<file path="src/rtl/lmac_pkg.sv">
package lmac_pkg;

    // Bits 7:4 of every multiply-class instruction
    localparam logic [3:0] MUL_SIG = 4'b1001;

    typedef struct packed {
        logic       valid;      // pattern matched
        logic       is_long;    // 64-bit result
        logic       is_signed;  // signed factors (long forms only)
        logic       accum;      // add an addend
        logic       set_flags;  // update N and Z
        logic [3:0] idx_a;      // bits 19:16
        logic [3:0] idx_b;      // bits 15:12
    } mul_dec_t;

endpackage

</file>
<file path="src/rtl/lmac_decode.sv">
module lmac_decode
    import lmac_pkg::*;
(
    input  logic [31:0] instr,
    output mul_dec_t    dec
);

    always_comb begin
        dec.valid     = (instr[7:4] == MUL_SIG);
        dec.is_long   = instr[23];
        dec.is_signed = instr[23] & instr[22];
        dec.accum     = instr[21];
        dec.set_flags = instr[20];
        dec.idx_a     = instr[19:16];
        dec.idx_b     = instr[15:12];
    end

endmodule

</file>
<file path="src/rtl/lmac_seed.sv">
// Initial accumulator value: addend minus the two's-complement correction
// terms that turn an unsigned shift-add product into a signed one.
module lmac_seed
    import lmac_pkg::*;
#(
    parameter int W = 32
) (
    input  mul_dec_t         dec,
    input  logic [W-1:0]     opnd_m,
    input  logic [W-1:0]     opnd_s,
    input  logic [W-1:0]     opnd_a,
    input  logic [W-1:0]     opnd_b,
    output logic [2*W-1:0]   seed
);

    localparam int DW = 2 * W;

    logic [DW-1:0] addend;
    logic [DW-1:0] corr_m;
    logic [DW-1:0] corr_s;

    always_comb begin
        if (!dec.accum)
            addend = '0;
        else if (dec.is_long)
            addend = {opnd_a, opnd_b};
        else
            addend = {{W{1'b0}}, opnd_b};

        corr_m = (dec.is_signed && opnd_m[W-1]) ? {opnd_s, {W{1'b0}}} : '0;
        corr_s = (dec.is_signed && opnd_s[W-1]) ? {opnd_m, {W{1'b0}}} : '0;
        seed   = addend - corr_m - corr_s;
    end

endmodule

</file>
<file path="src/rtl/lmac_step.sv">
// One shift-and-add iteration: consumes the low multiplier bit.
module lmac_step #(
    parameter int W = 32
) (
    input  logic [2*W-1:0] acc,
    input  logic [2*W-1:0] mcand,
    input  logic [W-1:0]   mplier,
    output logic [2*W-1:0] acc_nx,
    output logic [2*W-1:0] mcand_nx,
    output logic [W-1:0]   mplier_nx
);

    always_comb begin
        acc_nx    = mplier[0] ? (acc + mcand) : acc;
        mcand_nx  = mcand << 1;
        mplier_nx = mplier >> 1;
    end

endmodule

</file>
<file path="src/rtl/lmac_unit.sv">
module lmac_unit
    import lmac_pkg::*;
#(
    parameter int W = 32
) (
    input  logic         clk,
    input  logic         rst_n,
    input  logic         start,
    input  logic [31:0]  instr,
    input  logic [W-1:0] opnd_m,
    input  logic [W-1:0] opnd_s,
    input  logic [W-1:0] opnd_a,
    input  logic [W-1:0] opnd_b,
    output logic         busy,
    output logic         done,
    output logic         wa_en,
    output logic [3:0]   wa_idx,
    output logic [W-1:0] wa_data,
    output logic         wb_en,
    output logic [3:0]   wb_idx,
    output logic [W-1:0] wb_data,
    output logic         flag_we,
    output logic         flag_n,
    output logic         flag_z
);

    localparam int            DW   = 2 * W;
    localparam int            CW   = $clog2(W);
    localparam logic [CW-1:0] LAST = CW'(W - 1);

    typedef struct packed {
        logic          busy;
        logic          done;
        logic [CW-1:0] cnt;
        logic          is_long;
        logic          set_flags;
        logic [3:0]    idx_a;
        logic [3:0]    idx_b;
        logic [DW-1:0] acc;
        logic [DW-1:0] mcand;
        logic [W-1:0]  mplier;
    } lmac_st_t;

    lmac_st_t st_q, st_d;
    mul_dec_t dec;
    logic [DW-1:0] seed;
    logic [DW-1:0] acc_nx, mcand_nx;
    logic [W-1:0]  mplier_nx;
    logic          accept;

    lmac_decode u_decode (
        .instr (instr),
        .dec   (dec)
    );

    lmac_seed #(.W(W)) u_seed (
        .dec    (dec),
        .opnd_m (opnd_m),
        .opnd_s (opnd_s),
        .opnd_a (opnd_a),
        .opnd_b (opnd_b),
        .seed   (seed)
    );

    lmac_step #(.W(W)) u_step (
        .acc       (st_q.acc),
        .mcand     (st_q.mcand),
        .mplier    (st_q.mplier),
        .acc_nx    (acc_nx),
        .mcand_nx  (mcand_nx),
        .mplier_nx (mplier_nx)
    );

    assign accept = start & ~st_q.busy & dec.valid;

    always_comb begin
        st_d      = st_q;
        st_d.done = 1'b0;
        if (st_q.busy) begin
            st_d.acc    = acc_nx;
            st_d.mcand  = mcand_nx;
            st_d.mplier = mplier_nx;
            st_d.cnt    = st_q.cnt + 1'b1;
            if (st_q.cnt == LAST) begin
                st_d.busy = 1'b0;
                st_d.done = 1'b1;
            end
        end else if (accept) begin
            st_d.busy      = 1'b1;
            st_d.cnt       = '0;
            st_d.is_long   = dec.is_long;
            st_d.set_flags = dec.set_flags;
            st_d.idx_a     = dec.idx_a;
            st_d.idx_b     = dec.idx_b;
            st_d.acc       = seed;
            st_d.mcand     = {{W{1'b0}}, opnd_m};
            st_d.mplier    = opnd_s;
        end
    end

    always_ff @(posedge clk) begin
        if (!rst_n)
            st_q <= '0;
        else
            st_q <= st_d;
    end

    logic [W-1:0] low_word;
    assign low_word = st_q.acc[W-1:0];

    assign busy    = st_q.busy;
    assign done    = st_q.done;
    assign wa_en   = st_q.done;
    assign wa_idx  = st_q.idx_a;
    assign wa_data = st_q.is_long ? st_q.acc[DW-1:W] : low_word;
    assign wb_en   = st_q.done & st_q.is_long;
    assign wb_idx  = st_q.idx_b;
    assign wb_data = low_word;
    assign flag_we = st_q.done & st_q.set_flags;
    assign flag_n  = flag_we & low_word[W-1];
    assign flag_z  = flag_we & (low_word == '0);

endmodule

</file>
<file path="config.mk">
export PLATFORM = sky130hd
export DESIGN_NAME = lmac_unit
export DESIGN_NICKNAME = d
export VERILOG_FILES = /design/src/rtl/lmac_pkg.sv /design/src/rtl/lmac_decode.sv /design/src/rtl/lmac_seed.sv /design/src/rtl/lmac_step.sv /design/src/rtl/lmac_unit.sv
export SDC_FILE = /design/constraint.sdc
export NUM_CORES = 1
export LEC_CHECK = 0
export ABC_AREA = 0
export BUFFER_PORTS_ARGS = -buffer_cell sky130_fd_sc_hd__buf_2
export CAP_MARGIN = 20
export CELL_PAD_IN_SITES_DETAIL_PLACEMENT = 1
export CELL_PAD_IN_SITES_GLOBAL_PLACEMENT = 2
export CORE_ASPECT_RATIO = 2
export CORE_MARGIN = 4
export CORE_UTILIZATION = 34
export DETAILED_ROUTE_END_ITERATION = 8
export MAX_ROUTING_LAYER = met4
export PLACE_DENSITY_LB_ADDON = 0.1
export SYNTH_ARGS = -nofsm -noshare
export SYNTH_HDL_FRONTEND = slang
export SYNTH_SLANG_ARGS = --single-unit
</file>
<file path="constraint.sdc">
create_clock -name clk -period 5.3 [get_ports clk]
set_input_delay 0.53 -clock clk [delete_from_list [all_inputs] [get_ports clk]]
set_output_delay 0.53 -clock clk [all_outputs]
set_load 0.1 [all_outputs]
</file>
Word level (Yosys, flattened, before mapping). Cells that the tools add are included.

Add/subtract/negate cells: 4. Multipliers: 0. Div/mod/pow operators: 0. Magnitude comparators: 0. Equality and inequality tests: 3. Shift operators: 0. Muxes and demuxes: 12. Bitwise logic cells: 9. Reduce and logical (&&, ||, !) cells: 8.

Operator list (number): two-way mux 64 bit (5); two-way mux 175 bit (1); two-way mux 160 bit (1); subtractor 64 bit (2); adder 64 bit (1); logical NOT 32 bit (1); two-way mux 32 bit (1); AND 1 bit (7); AND reduction 2 bit (3); adder 5 x 1 -> 5 bit (second input constant) (1); == test 5 bit (second input constant) (1); two-way mux 5 bit (1); == test 4 bit (second input constant) (1); logical AND 1 bit (2); two-way mux 1 bit (2); two-way mux 2 bit (1); inequality test 2 bit (second input constant) (1); inverter 1 bit (2); nonzero test 2 bit (1); OR reduction 2 bit (1).

Flip-flop bits (word level): 177. Bits in latches: 0. Bits in writable memories: 0. ROM bits: 0. Input port bits: 163. Output and inout port bits: 79. Logic and storage cells: 48. Memories kept: 0.

Longest topological paths before layout.
Depth in word-level cells: 7. Depth in mapped cells: 16. Mapped depth without buffers: 14.

By module. Synthesis repeated with hierarchy kept, for this count alone.

Cells, all modules: 2029. Area total of the unflattened synthesis: 18024.8 um^2.

By module, submodules not included: lmac_unit (times used 1, cells each 797, area an instance 9404.0 um^2, seq. area each 3543.4 um^2); lmac_step (times used 1, cells each 757, area an instance 5303.8 um^2, seq. area each 0.0 um^2); lmac_seed (times used 1, cells each 462, area an instance 3215.6 um^2, seq. area each 0.0 um^2); lmac_decode (times used 1, cells each 13, area an instance 101.3 um^2, seq. area each 0.0 um^2).

Worst setup path before layout. No wires, ideal clock.

Path kind: register to output. Start: register st_q, in the netlist done. End: output port flag_z. Arrival time: 4.066 ns. Required time: 4.770 ns. Setup slack: 0.704 ns. Cell stages (with the launch flop): 4. Path buffers: 0. Path through: dfxtp_1 > and2_1 > nand2_1 > nor3_1.

Longest elaborated chain between the ends: 2.

RTL lines: from (decl) (RTL line lmac_unit.sv:44) `lmac_st_t st_q, st_d;`; from (signal assigned) (RTL line lmac_unit.sv:105) `st_q <= st_d;`; AND 1 bit (RTL line lmac_unit.sv:119) `assign flag_we = st_q.done & st_q.set_flags;`; via flag_we (RTL line lmac_unit.sv:22) `output logic flag_we,`; AND 1 bit (RTL line lmac_unit.sv:121) `assign flag_z = flag_we & (low_word == '0);`; to (decl) (RTL line lmac_unit.sv:24) `output logic flag_z`.

The timed path passes the listed nets, and every way through them passes these cells.

Final worst setup path.
Start: input port instr[23]. End: register st_q[152] in the netlist's numbering.

Longest elaborated chain between the ends: 7. Elaborated cells between the ends (all ways): 11. Classes of those cells: add/sub: 2; mux: 6; bitwise: 1; reduce/logical: 2.

RTL lines: from (decl) (RTL line lmac_unit.sv:9) `input logic [31:0] instr,`; AND 1 bit (RTL line lmac_decode.sv:11) `dec.is_signed = instr[23] & instr[22];`; logical AND 1 bit (RTL line lmac_seed.sv:30) `corr_m = (dec.is_signed && opnd_m[W-1]) ? {opnd_s, {W{1'b0}}} : '0;`; two-way mux 64 bit (RTL line lmac_seed.sv:30); subtractor 64 bit (RTL line lmac_seed.sv:32) `seed = addend - corr_m - corr_s;`; subtractor 64 bit (*) (RTL line lmac_seed.sv:32); two-way mux 175 bit (*) (RTL line lmac_unit.sv:88) `end else if (accept) begin`; two-way mux 160 bit (*) (RTL line lmac_unit.sv:79) `if (st_q.busy) begin`.

Mark *: on every way between the ends. The rest lies on a longest branch, timed or not. The select of a mux whose other input is x is not followed. A chain may end at the register's enable or synchronous reset.

==> impl_metrics.toml <==
[cts]
cts.repair.resized = 0
clk_latency_ns = 0.48
cts_sinks = 177
clock_path_buffers = 2
hold_buffers = 0
numCtsBuffers = 17
root_buffer = "clkbuf_16"
cts_tree = "yes"
path_clk_slew_ns = 0.08
postCtsSetupBuffers = 0
cts_htree_levels = 4

[placed_design]
dp.cells = 2463
port_buffers = 225
hpwl_mm = 54.6
gp_congestion = 0.976
dp_slack_ns = 0.383
place_area_sq_mm = 0.0156

[synthesis]
synth_nets = 2123
async_flop_share_pct = 0
syn_area_per_cell_sq_um = 7.89
synth_edf_count = 0
synth-simple-area-share_pct = 19.5
synth_fa_ha_area_share_pct = 12.6
synth.distinct_cells = 91
syn-cell-area_sq_mm = 0.0145
synth-xor-area-share_pct = 3.94
synth_top_family_by_area = "compound AO/OA/AOI/OAI gates"
ys_seq_area_share_pct = 24.5
synth-main-ff-cell = "dfxtp_1"
ys_ff_latch = 177
yosys_warnings = 0
syn_inst = 1833
synth-compound-area-share_pct = 28.1
muxShareOfSynthArea_pct = 2.78

[floorplan]
pin_count = 242
die_w_microns = 154
core_sq_mm = 0.0419
start_util_pct = 34.5
die_y_microns = 300
rows = 106
dieArea_sq_mm = 0.0461

[finish]
nets = 2232
multiInputGateArea_sq_mm = 0.00971
final_cell_mix = "buf_2 (225), nand2_1 (205), a21oi_1 (189)"
layoutNonFillerInstCount = 2499
register_area_sq_mm = 0.00355
areaGrowthSynthToFinish_pct = 12.1
drive_gt1_share_pct = 18.2
final_common_cell = "buf_2"
stdcell_area_sq_mm = 0.0162
fillCellCount = 5238
fin_util_pct = 38.7

[setup_path]
end_kind = "register"
max_stage_delay_ns = 0.53
cp_cell_sequence = "buf_2, and2_1, buf_4, nand2_1, fa_1, inv_1, ha_1, and4_1, or3_1, o2111a_1, o21ai_0, a21oi_1, o31ai_1, a21boi_0, o31ai_1, a221o_1"
worstPathRequired_ns = 5.72
cpMaxStageDelayCell = "fa_1"
critPathKind = "in -> reg"
cp.arrival_ns = 4.83
rrSetupSlack_ns = 1.10
worstPathMaxFanout = 11
path_common_cell = "o31ai_1"
ff2ff_path_depth = 12
r2r_start = "st_q[32]$_SDFFE_PP0P_"
regToRegEndpoint = "st_q[158]$_SDFFE_PN0P_"
crit_path_start_kind = "input pin"

[detailed_routing]
drc = 0
drtIter0Drc = 600
vias = 14600
wl_per_cell_microns = 27.2
ant_nets = 0
vias_per_cell = 5.85
firstDrtPassIters = 5
wl_mm = 68.0

[global_route]
grt_antenna_before_repair = 5
grt_pass1_wl_mm = 99.2
grt_max_degree = 64
grt_overflow = 0
grt_pass1_vias = 15600
grtUsageTotal_pct = 29.5

[pwr]
pwr-share-clk_pct = 38.6
power.share.switching_pct = 35.7
p_leak_nw = 7.18
power.switching_mw = 1.28
p_total_mw = 3.59
pwr-share-comb_pct = 23.0
power_density_mw_per_mm2 = 222
intPower_mw = 2.31
seqPwrFrac_pct = 38.5
ir_drop_uv = 209

[min_path]
hold_class = "in -> reg"
hp-start = "instr[13]"
min_to = "wb_idx[1]$_SDFFE_PN0P_"
hold_depth = 3

[run_status]
status = "finished clean"

[sta]
tns_ns = 0
holdWs_ns = 0.288
setup_ws_ns = 0.893
timing.fmax_ghz = 0.227
tightest_slew_ns = 1.05
fin_crit_ns = 4.41
report.final.slew_viol_count = 0
finalSetupViolations = 0
slew_headroom_pct = 30.0
rsz0062_at_grt = "no"
fin_skew_ns = 0.0159
min_period_over_period_pct = 83.1
finalHoldViolations = 0

[flow_run]
maxCapViolations = 0
==> worst max-delay path by stage <==
| stage | start | end | slack (ns) |
|---|---|---|---|
| 6_report | instr[23] | st_q[152]$_SDFFE_PN0P_ | 0.89 |
| 5_1_grt | instr[23] | st_q[157]$_SDFFE_PN0P_ | 0.61 |
| 4_1_cts | instr[23] | st_q[152]$_SDFFE_PN0P_ | 0.86 |
| 3_5_place_dp | instr[23] | st_q[152]$_SDFFE_PN0P_ | 0.38 |
| 3_3_place_gp | instr[23] | st_q[152]$_SDFFE_PN0P_ | 0.45 |
| 2_1_floorplan | done$_SDFF_PN0_ | flag_z | 0.70 |
==> cell usage after synthesis (4+ instances only) <==
master      n  area share (%)
a21oi_1   189             6.5
or3_1      10            0.43
a311oi_1    4            0.24
buf_4      46             2.4
buf_1       4            0.10
nand2_1   206             5.3
nand4_1    26             1.1
and2_1     72             3.1
nand3b_1    7            0.36
o21a_1      9            0.47
xor2_1     32             1.9
a21boi_0    7            0.36
nor2_1    105             2.7
a32oi_1     4            0.24
a221o_1     5            0.35
and4_1      5            0.30
clkbuf_8    7            0.67
mux2_2     33             2.6
o22ai_1     4            0.17
o31ai_1     9            0.47
a221oi_1   40             2.4
dfxtp_1   177              25
o21ai_0    82             2.8
buf_6       5            0.39
nor2b_1    10            0.43
fa_1       32             4.4
a211oi_1   11            0.57
a21o_1     51             2.6
a22oi_1    66             3.4
nor4_1     10            0.43
o221ai_1    5            0.30
a22o_1     35             2.1
inv_1      87             2.3
a21o_2      5            0.30
o21bai_1   14            0.73
a31oi_1    20            0.87
nand3_1    27            0.93
nand2b_1    9            0.39
clkbuf_1   98             2.5
ha_1       95             8.2
nor3_1     48             1.7
and3_1     19            0.82
xnor2_1    33             2.0
==> routing by layer <==
| layer | vias to the layer above | share of wire (%) | track usage [%] |
|---|---|---|---|
| met1 | 7294 | 36 | 29.1 |
| met3 | 145 | 3.0 | 3.31 |
| li1 | 6812 | - | - |
| met2 | 362 | 56 | 56.4 |
| met5 | - | 0 | - |
| met4 | 0 | 5.6 | 14.7 |
==> power groups by stage <==
stage	Sequential [mW]	Clock (mW)	Combinational, mW
finish	1.38	1.38	0.825
global route	1.38	1.46	0.892
CTS	1.38	1.42	0.828
detailed placement	1.41	0	0.825
global placement	1.41	0	0.817
floorplan	1.39	0	0.533
==> kinds of logic after synthesis <==
| group | count (synthesis) |
|---|---|
| AOI/OAI and AO/OA | 599 |
| and+or+nand+nor | 578 |
| buffers and inverters | 251 |
| DFF | 177 |
| adders and majority gates | 127 |
| xor gates and xnor gates | 65 |
| muxes | 36 |
==> layout make-up <==
type | count | area share, %
Multi-Input combinational cell | 1405 | 59.9
Clock inverter | 14 | 1.00
Antenna cell | 4 | 0.0617
Inverter | 88 | 2.05
Sequential cell | 177 | 21.9
Timing Repair Buffer | 253 | 8.24
Clock buffer | 18 | 2.71
Tap cell | 540 | 4.17
==> worst max-delay path: cells and delay by family <==
| kind | cells | cell delay (ns) |
|---|---|---|
| AND/OR/NAND/NOR | 4 | 1.17 |
| adder cells (fa/ha/maj) | 2 | 0.87 |
| AO/OA/AOI/OAI | 7 | 1.81 |
| buffers and inverters | 3 | 0.41 |
==> sequential cells by signal, indices dropped and copies added, names as in the netlist <==
signal,cells
wa_idx,4
done,1
busy,1
wb_data,32
st_q,135
wb_idx,4
No activity file was read; power rests on OpenSTA's default activity.
